==> src/rtl/adc_div_pkg.sv <==
package adc_div_pkg;
   typedef enum logic {
      MODE_BYPASS = 1'b0,
      MODE_DIVIDE = 1'b1
   } div_mode_e;
endpackage

==> src/rtl/adc_div_prescaler.sv <==
module adc_div_prescaler #(
   parameter int PRESCALE_LOG2 = 10
) (
   input  logic clk_i,
   input  logic rst_ni,
   output logic tick_o
);
   logic [PRESCALE_LOG2-1:0] pre_q;

   always_ff @(posedge clk_i) begin
      if (!rst_ni) pre_q <= '0;
      else         pre_q <= pre_q + 1'b1;
   end

   // terminal value of the free-running counter marks one prescaled tick
   assign tick_o = &pre_q;
endmodule

==> src/rtl/adc_div_ratio_reg.sv <==
module adc_div_ratio_reg
   import adc_div_pkg::*;
#(
   parameter int               FIELD_W    = 6,
   parameter logic [FIELD_W-1:0] RESET_CODE = FIELD_W'(32)
) (
   input  logic               clk_i,
   input  logic               rst_ni,
   input  logic               wr_i,
   input  logic [FIELD_W-1:0] code_i,
   input  logic               load_i,
   output logic [FIELD_W-1:0] act_code_o,
   output div_mode_e          mode_o
);
   logic [FIELD_W-1:0] pend_q;
   logic [FIELD_W-1:0] act_q;

   // pending copy follows every write; last write wins
   always_ff @(posedge clk_i) begin
      if (!rst_ni)   pend_q <= RESET_CODE;
      else if (wr_i) pend_q <= code_i;
   end

   // active copy only moves at a terminal count, so a period is never cut
   always_ff @(posedge clk_i) begin
      if (!rst_ni)     act_q <= RESET_CODE;
      else if (load_i) act_q <= pend_q;
   end

   assign act_code_o = act_q;
   assign mode_o     = (act_q == '0) ? MODE_BYPASS : MODE_DIVIDE;
endmodule

==> src/rtl/adc_div_prog_counter.sv <==
module adc_div_prog_counter
   import adc_div_pkg::*;
#(
   parameter int FIELD_W   = 6,
   parameter int STEP_LOG2 = 5
) (
   input  logic               clk_i,
   input  logic               rst_ni,
   input  logic               tick_i,
   input  logic [FIELD_W-1:0] act_code_i,
   input  div_mode_e          mode_i,
   output logic               term_o
);
   localparam int CNT_W = FIELD_W + STEP_LOG2;

   logic [CNT_W-1:0] cnt_q;
   logic [CNT_W-1:0] limit;
   logic             at_limit;

   generate
      if (STEP_LOG2 == 0) begin : g_unit_step
         assign limit = act_code_i - 1'b1;
      end else begin : g_scaled_step
         assign limit = {act_code_i, {STEP_LOG2{1'b0}}} - 1'b1;
      end
   endgenerate

   assign at_limit = (mode_i == MODE_BYPASS) || (cnt_q == limit);
   assign term_o   = tick_i && at_limit;

   always_ff @(posedge clk_i) begin
      if (!rst_ni)     cnt_q <= '0;
      else if (term_o) cnt_q <= '0;
      else if (tick_i) cnt_q <= cnt_q + 1'b1;
   end
endmodule

==> src/rtl/adc_tick_divider.sv <==
module adc_tick_divider
   import adc_div_pkg::*;
#(
   parameter int                 PRESCALE_LOG2 = 10,
   parameter int                 STEP_LOG2     = 5,
   parameter int                 FIELD_W       = 6,
   parameter logic [FIELD_W-1:0] RESET_CODE    = FIELD_W'(32)
) (
   input  logic               clk_i,
   input  logic               rst_ni,
   input  logic               ratio_wr_i,
   input  logic [FIELD_W-1:0] ratio_code_i,
   output logic               sample_stb_o
);
   generate
      if (PRESCALE_LOG2 < 1) begin : g_bad_prescale
         $error("PRESCALE_LOG2 must be at least 1");
      end
      if (FIELD_W < 1) begin : g_bad_field
         $error("FIELD_W must be at least 1");
      end
      if (STEP_LOG2 < 0) begin : g_bad_step
         $error("STEP_LOG2 must not be negative");
      end
   endgenerate

   logic               pre_tick;
   logic               term;
   logic [FIELD_W-1:0] act_code;
   div_mode_e          mode;
   logic               stb_q;

   adc_div_prescaler #(
      .PRESCALE_LOG2(PRESCALE_LOG2)
   ) i_prescaler (
      .clk_i (clk_i),
      .rst_ni(rst_ni),
      .tick_o(pre_tick)
   );

   adc_div_ratio_reg #(
      .FIELD_W   (FIELD_W),
      .RESET_CODE(RESET_CODE)
   ) i_ratio_reg (
      .clk_i     (clk_i),
      .rst_ni    (rst_ni),
      .wr_i      (ratio_wr_i),
      .code_i    (ratio_code_i),
      .load_i    (term),
      .act_code_o(act_code),
      .mode_o    (mode)
   );

   adc_div_prog_counter #(
      .FIELD_W  (FIELD_W),
      .STEP_LOG2(STEP_LOG2)
   ) i_prog_counter (
      .clk_i     (clk_i),
      .rst_ni    (rst_ni),
      .tick_i    (pre_tick),
      .act_code_i(act_code),
      .mode_i    (mode),
      .term_o    (term)
   );

   always_ff @(posedge clk_i) begin
      if (!rst_ni) stb_q <= 1'b0;
      else         stb_q <= term;
   end

   assign sample_stb_o = stb_q;
endmodule

==> config.mk <==
export PLATFORM = sky130hd
export DESIGN_NAME = adc_tick_divider
export DESIGN_NICKNAME = d
export VERILOG_FILES = /design/src/rtl/adc_div_pkg.sv /design/src/rtl/adc_div_prescaler.sv /design/src/rtl/adc_div_ratio_reg.sv /design/src/rtl/adc_div_prog_counter.sv /design/src/rtl/adc_tick_divider.sv
export SDC_FILE = /design/constraint.sdc
export NUM_CORES = 1
export LEC_CHECK = 0
export BUFFER_PORTS_ARGS = -buffer_cell sky130_fd_sc_hd__buf_2
export CORE_MARGIN = 1
export CORE_UTILIZATION = 26
export CTS_BUF_LIST = sky130_fd_sc_hd__clkbuf_2 sky130_fd_sc_hd__clkbuf_4 sky130_fd_sc_hd__clkbuf_8
export CTS_CLUSTER_SIZE = 40
export DETAILED_ROUTE_END_ITERATION = 6
export GPL_TIMING_DRIVEN = 1
export PLACE_DENSITY_LB_ADDON = 0.25
export SETUP_SLACK_MARGIN = 0.3
export SLEW_MARGIN = 20
export SYNTH_ARGS = -nofsm -noshare
export SYNTH_HDL_FRONTEND = slang
export SYNTH_SLANG_ARGS = --single-unit
export TNS_END_PERCENT = 20
==> constraint.sdc <==
create_clock -name clk_i -period 2.5 [get_ports clk_i]
set_clock_uncertainty 0.1 [all_clocks]
set_input_delay 0.5 -clock clk_i [delete_from_list [all_inputs] [get_ports clk_i]]
set_output_delay 0.5 -clock clk_i [all_outputs]
set_load 0.02 [all_outputs]
# Word-level counts from Yosys, hierarchy flattened
# Index checks and enable logic that the tools add are counted.
dict set report classes {
  eq_ne 1
  n_addsub 3
  bitwise_logic 1
  div_mod_pow 0
  n_lt_le_gt_ge 0
  multipliers 0
  n_mux 0
  n_shift 0
  n_reduce_logical 5
}
# operator n
set op_table {}
lappend op_table {{11-bit by 1-bit adder with 11-bit output (second input constant)} 1}
lappend op_table {{11-bit equality test} 1}
lappend op_table {{11-bit by 1-bit subtractor with 11-bit output (second input constant)} 1}
lappend op_table {{10-bit by 1-bit adder with 10-bit output (second input constant)} 1}
lappend op_table {{10-bit AND reduction} 1}
lappend op_table {{6-bit logical NOT} 1}
lappend op_table {{2-bit OR reduction} 1}
lappend op_table {{1-bit logical AND} 1}
lappend op_table {{1-bit logical OR} 1}
lappend op_table {{1-bit NOT} 1}
dict set report totals {
  memories 0
  ff_bits 34
  latchBits 0
  mem_bits_rw 0
  rom_bits 0
  wordCells 15
}

# Depth between registers and ports, before layout
dict set report logic_depth {
  word_depth 5
  depth_mapped 8
  mapped_depth_nobuf 7
}

# Modules after synthesis
# From an unflattened synthesis, not the netlist that was laid out.
dict set report hier_totals {
  cells_unflattened 184
  hier_area_um2 1661.6
}
# mod seq_area_each_um2 cells_each instances area_per_inst_um2
set by_module_without_submodules {}
lappend by_module_without_submodules {adc_div_prog_counter 220.2 93 1 733.2}
lappend by_module_without_submodules {adc_div_ratio_reg 240.2 42 1 471.7}
lappend by_module_without_submodules {adc_div_prescaler 200.2 47 1 430.4}
lappend by_module_without_submodules {adc_tick_divider 20.0 2 1 26.3}

# Least setup slack after synthesis
# No wires, ideal clock.
dict set report synth_timing {
  kind {register to register}
  from {reg i_ratio_reg.act_q[0], in the netlist i_ratio_reg.act_code_o[0]}
  to {reg i_ratio_reg.act_q[0], in the netlist i_ratio_reg.act_code_o[0]}
  stages_incl_launch_ff 8
  path_buffers 0
  t_arrival_ps 1675
  setup_slack_ps 654
  required_time_ps 2328
  period_less_slack_ps 1846
  path_cell_list {dfxtp_1 inv_1 ha_1 xnor2_1 nor4_1 nand4_2 o21ai_4 mux2i_1}
}
dict set report synth_between {
  elab_chain_len 4
  elab_cells_between_ends 5
  classes_between {1 x add/sub; 1 x eq/ne; 3 x reduce/logical}
}
# item line_no
set synth_rtl {}
lappend synth_rtl {{start, declared} adc_div_ratio_reg.sv:16} ;# logic [FIELD_W-1:0] act_q;
lappend synth_rtl {{start signal, assigned} adc_div_ratio_reg.sv:27} ;# else if (load_i) act_q <= pend_q;
lappend synth_rtl {{11-bit by 1-bit subtractor with 11-bit output} adc_div_prog_counter.sv:24} ;# assign limit = {act_code_i, {STEP_LOG2{1'b0}}} - 1'b1;
lappend synth_rtl {{11-bit equality test} adc_div_prog_counter.sv:28} ;# assign at_limit = (mode_i == MODE_BYPASS) || (cnt_q == limit);
lappend synth_rtl {{1-bit logical OR (*)} adc_div_prog_counter.sv:28}
lappend synth_rtl {{1-bit logical AND (*)} adc_div_prog_counter.sv:29} ;# assign term_o = tick_i && at_limit;
# Every way passes the cells marked *; elsewhere a longest branch is shown, timed or not.
# A chain may end at the register's enable or synchronous reset.

# Worst setup path in the final report
dict set report layout_timing {
  from {reg i_ratio_reg.act_q[0], in the netlist i_ratio_reg.act_code_o[0]}
  to {reg i_ratio_reg.act_q[4], in the netlist i_ratio_reg.act_code_o[4]}
}
# Same word-level chain as after synthesis.

==> impl_metrics.ini <==
[sta]
tightest_slew_ns = 0.360
max_freq_mhz = 499
slew_viol_final = 0
hold-worst-slack_ns = 0.329
hold_violations = 0
finalSetupTns_ns = 0
setup_viol = 0
period_minus_slack_ns = 2.00
rsz0062_at_grt = no
post-route-period-util_pct = 80.2
setup_ws_ns = 0.496
maxSlewHeadroom_pct = 75.8

[drt]
first_pass_iters = 3
postRouteAntennaNets = 0
drt_iter0_drc = 36
wl_um = 2820
via_count = 1105
post-route-drc-count = 0
viasPerCell = 4.27
wl_per_cell_um = 10.9

[synth]
syn-cell-area_mm2 = 0.00163
yosys_warnings = 0
mappedNetlistNets = 182
ys_ff_latch = 34
async_flop_share_pct = 0
ys_types = 35
avgSynthCellArea_um2 = 9.57
syn_inst = 170
synthFlopType = dfxtp_1
synth_edf_count = 0
ys_seq_area_share_pct = 41.8

[grt]
grt_pass1_vias = 1074
grt_pass1_wl_um = 5000
grt_overflow = 0
grt_max_degree = 23
antenna_found_initial = 0
grt_util_all_layers_pct = 10.3

[flow_run]
max_cap_viol_count = 0

[critical_path]
critPathTopFamily = simple AND/OR/NAND/NOR gates
cpPeakStageDelay_ns = 0.39
worstSetupStartpointType = flop
endpoint_kind = flop
crit_type = reg2reg
critical-path-slowest-cell = dfxtp_1
crit_chain = inv_1 > ha_1 > xnor2_1 > nor4_1 > nand4_2 > o21ai_4 > mux2i_1
crit_buf_inv = 1
crit_arrival_ns = 2.13
critPathMaxFanout = 7
crit_required_ns = 2.62

[floorplanning]
ioPinCount = 10
die_y_um = 81.1
std_cell_rows = 28
start_util_pct = 27.2
die_area_mm2 = 0.00658
die_w_um = 81.1
core_mm2 = 0.00599

[clock_tree]
clock_path_buffers = 2
cts-root-buf = clkbuf_8
htreeDepth = 2
post_cts_resized = 0
postCtsSetupRepairBufs = 0
cts.sinks = 34
path_clk_slew_ns = 0.07
clk_latency_ns = 0.29
numCtsBuffers = 5
cts_tree = done
postCtsHoldBufs = 0

[pwr]
vdd_drop_max_uv = 259
p_total_mw = 1.02
leakage_nw = 0.677
power_density_mw_per_mm2 = 550

[cells_and_area]
final_cell_mix = 34 x dfxtp_1, 18 x nand2_1, 15 x xnor2_1
syn2layout_area_growth_pct = 14.1
final_nets = 195
fin_cells = 259
final_common_cell = dfxtp_1
insertedDiodeCount = 0
drive_above_1_share_pct = 18.5

[placed_design]
place_worst_setup_slack_ns = 0.503
io_buffers = 9
place_inst = 251
gp_congestion = 0.698
dp_hpwl_um = 2040

[run_status]
status = finished clean

[worst_hold_path]
hold_path_class = in2reg
## stage by stage
stage	instance area, µm²	util [%]
global route	1860	31.0
finish	1860	31.0
global placement	1760	29.4
detailed placement	1760	29.4
CTS	1860	31.0
floorplan	1630	-
## layer usage
layer,track usage (%),routed length [µm]
met5,0,0
met4,5.89,76
met3,3.37,73
met2,14.8,1170
met1,13.2,1500
## area by class of cell
type	count	area (µm²)
Clock buffer	6	82.6
Clock inverter	2	12.5
Multi-Input combinational cell	126	903
Sequential cell	34	681
Timing Repair Buffer	12	67.6
Inverter	4	15.0
Tap cell	75	93.8
Fill cell	647	4140
## power breakdown
group	switching [mW]	internal [mW]	total, mW
Combinational	0.0196	0.0191	0.0387
Clock	0.203	0.221	0.424
Sequential	0.00594	0.551	0.557
## path summary, 6_finish.rpt
path | from | end | slack (ns) | cells past startpoint
worst min-delay path | ratio_code_i[5] | i_ratio_reg.pend_q[5] | 0.33 | 3
worst max-delay path | i_ratio_reg.act_code_o[0] | i_ratio_reg.act_code_o[4] | 0.50 | 7
worst max register to register | i_ratio_reg.act_code_o[0] | i_ratio_reg.act_code_o[4] | 0.50 | 7
worst min register to register | i_prescaler.pre_q[0] | i_prescaler.pre_q[0] | 0.35 | 1
## cell families after synthesis
kind of cell / after synthesis / share of synthesized area (%)
AO/OA/AOI/OAI: 8 / 4.62
XOR/XNOR: 24 / 12.9
adder cells (fa/ha/maj): 3 / 2.31
buffers and inverters: 10 / 2.61
flip-flops: 34 / 41.8
multiplexers: 13 / 8.00
AND/OR/NAND/NOR: 78 / 27.7
## cell usage after synthesis, drive strengths merged, types with 4 or more instances
cell type	instances	area [µm²]
dfxtp	34	681
nand2	18	67.6
nor2	16	70.1
xnor2	15	131
mux2i	13	130
and2	10	62.6
nor2b	9	58.8
xor2	9	78.8
nand4	7	65.1
nand3	6	30.0
clkbuf	4	15.0
inv	4	15.0
## worst reg2reg max path: stages (launching register included)
cell,delay [ns]
dfxtp_1,0.39
inv_1,0.06
ha_1,0.30
xnor2_1,0.13
nor4_1,0.23
nand4_2,0.20
o21ai_4,0.33
mux2i_1,0.21
## state kept, by name, indices dropped and copies added, names as in the netlist
signal                  flops
i_ratio_reg.pend_q          6
sample_stb_o                1
i_ratio_reg.act_code_o      6
i_prog_counter.cnt_q       11
i_prescaler.pre_q          10
No activity file was read; power rests on OpenSTA's default activity.
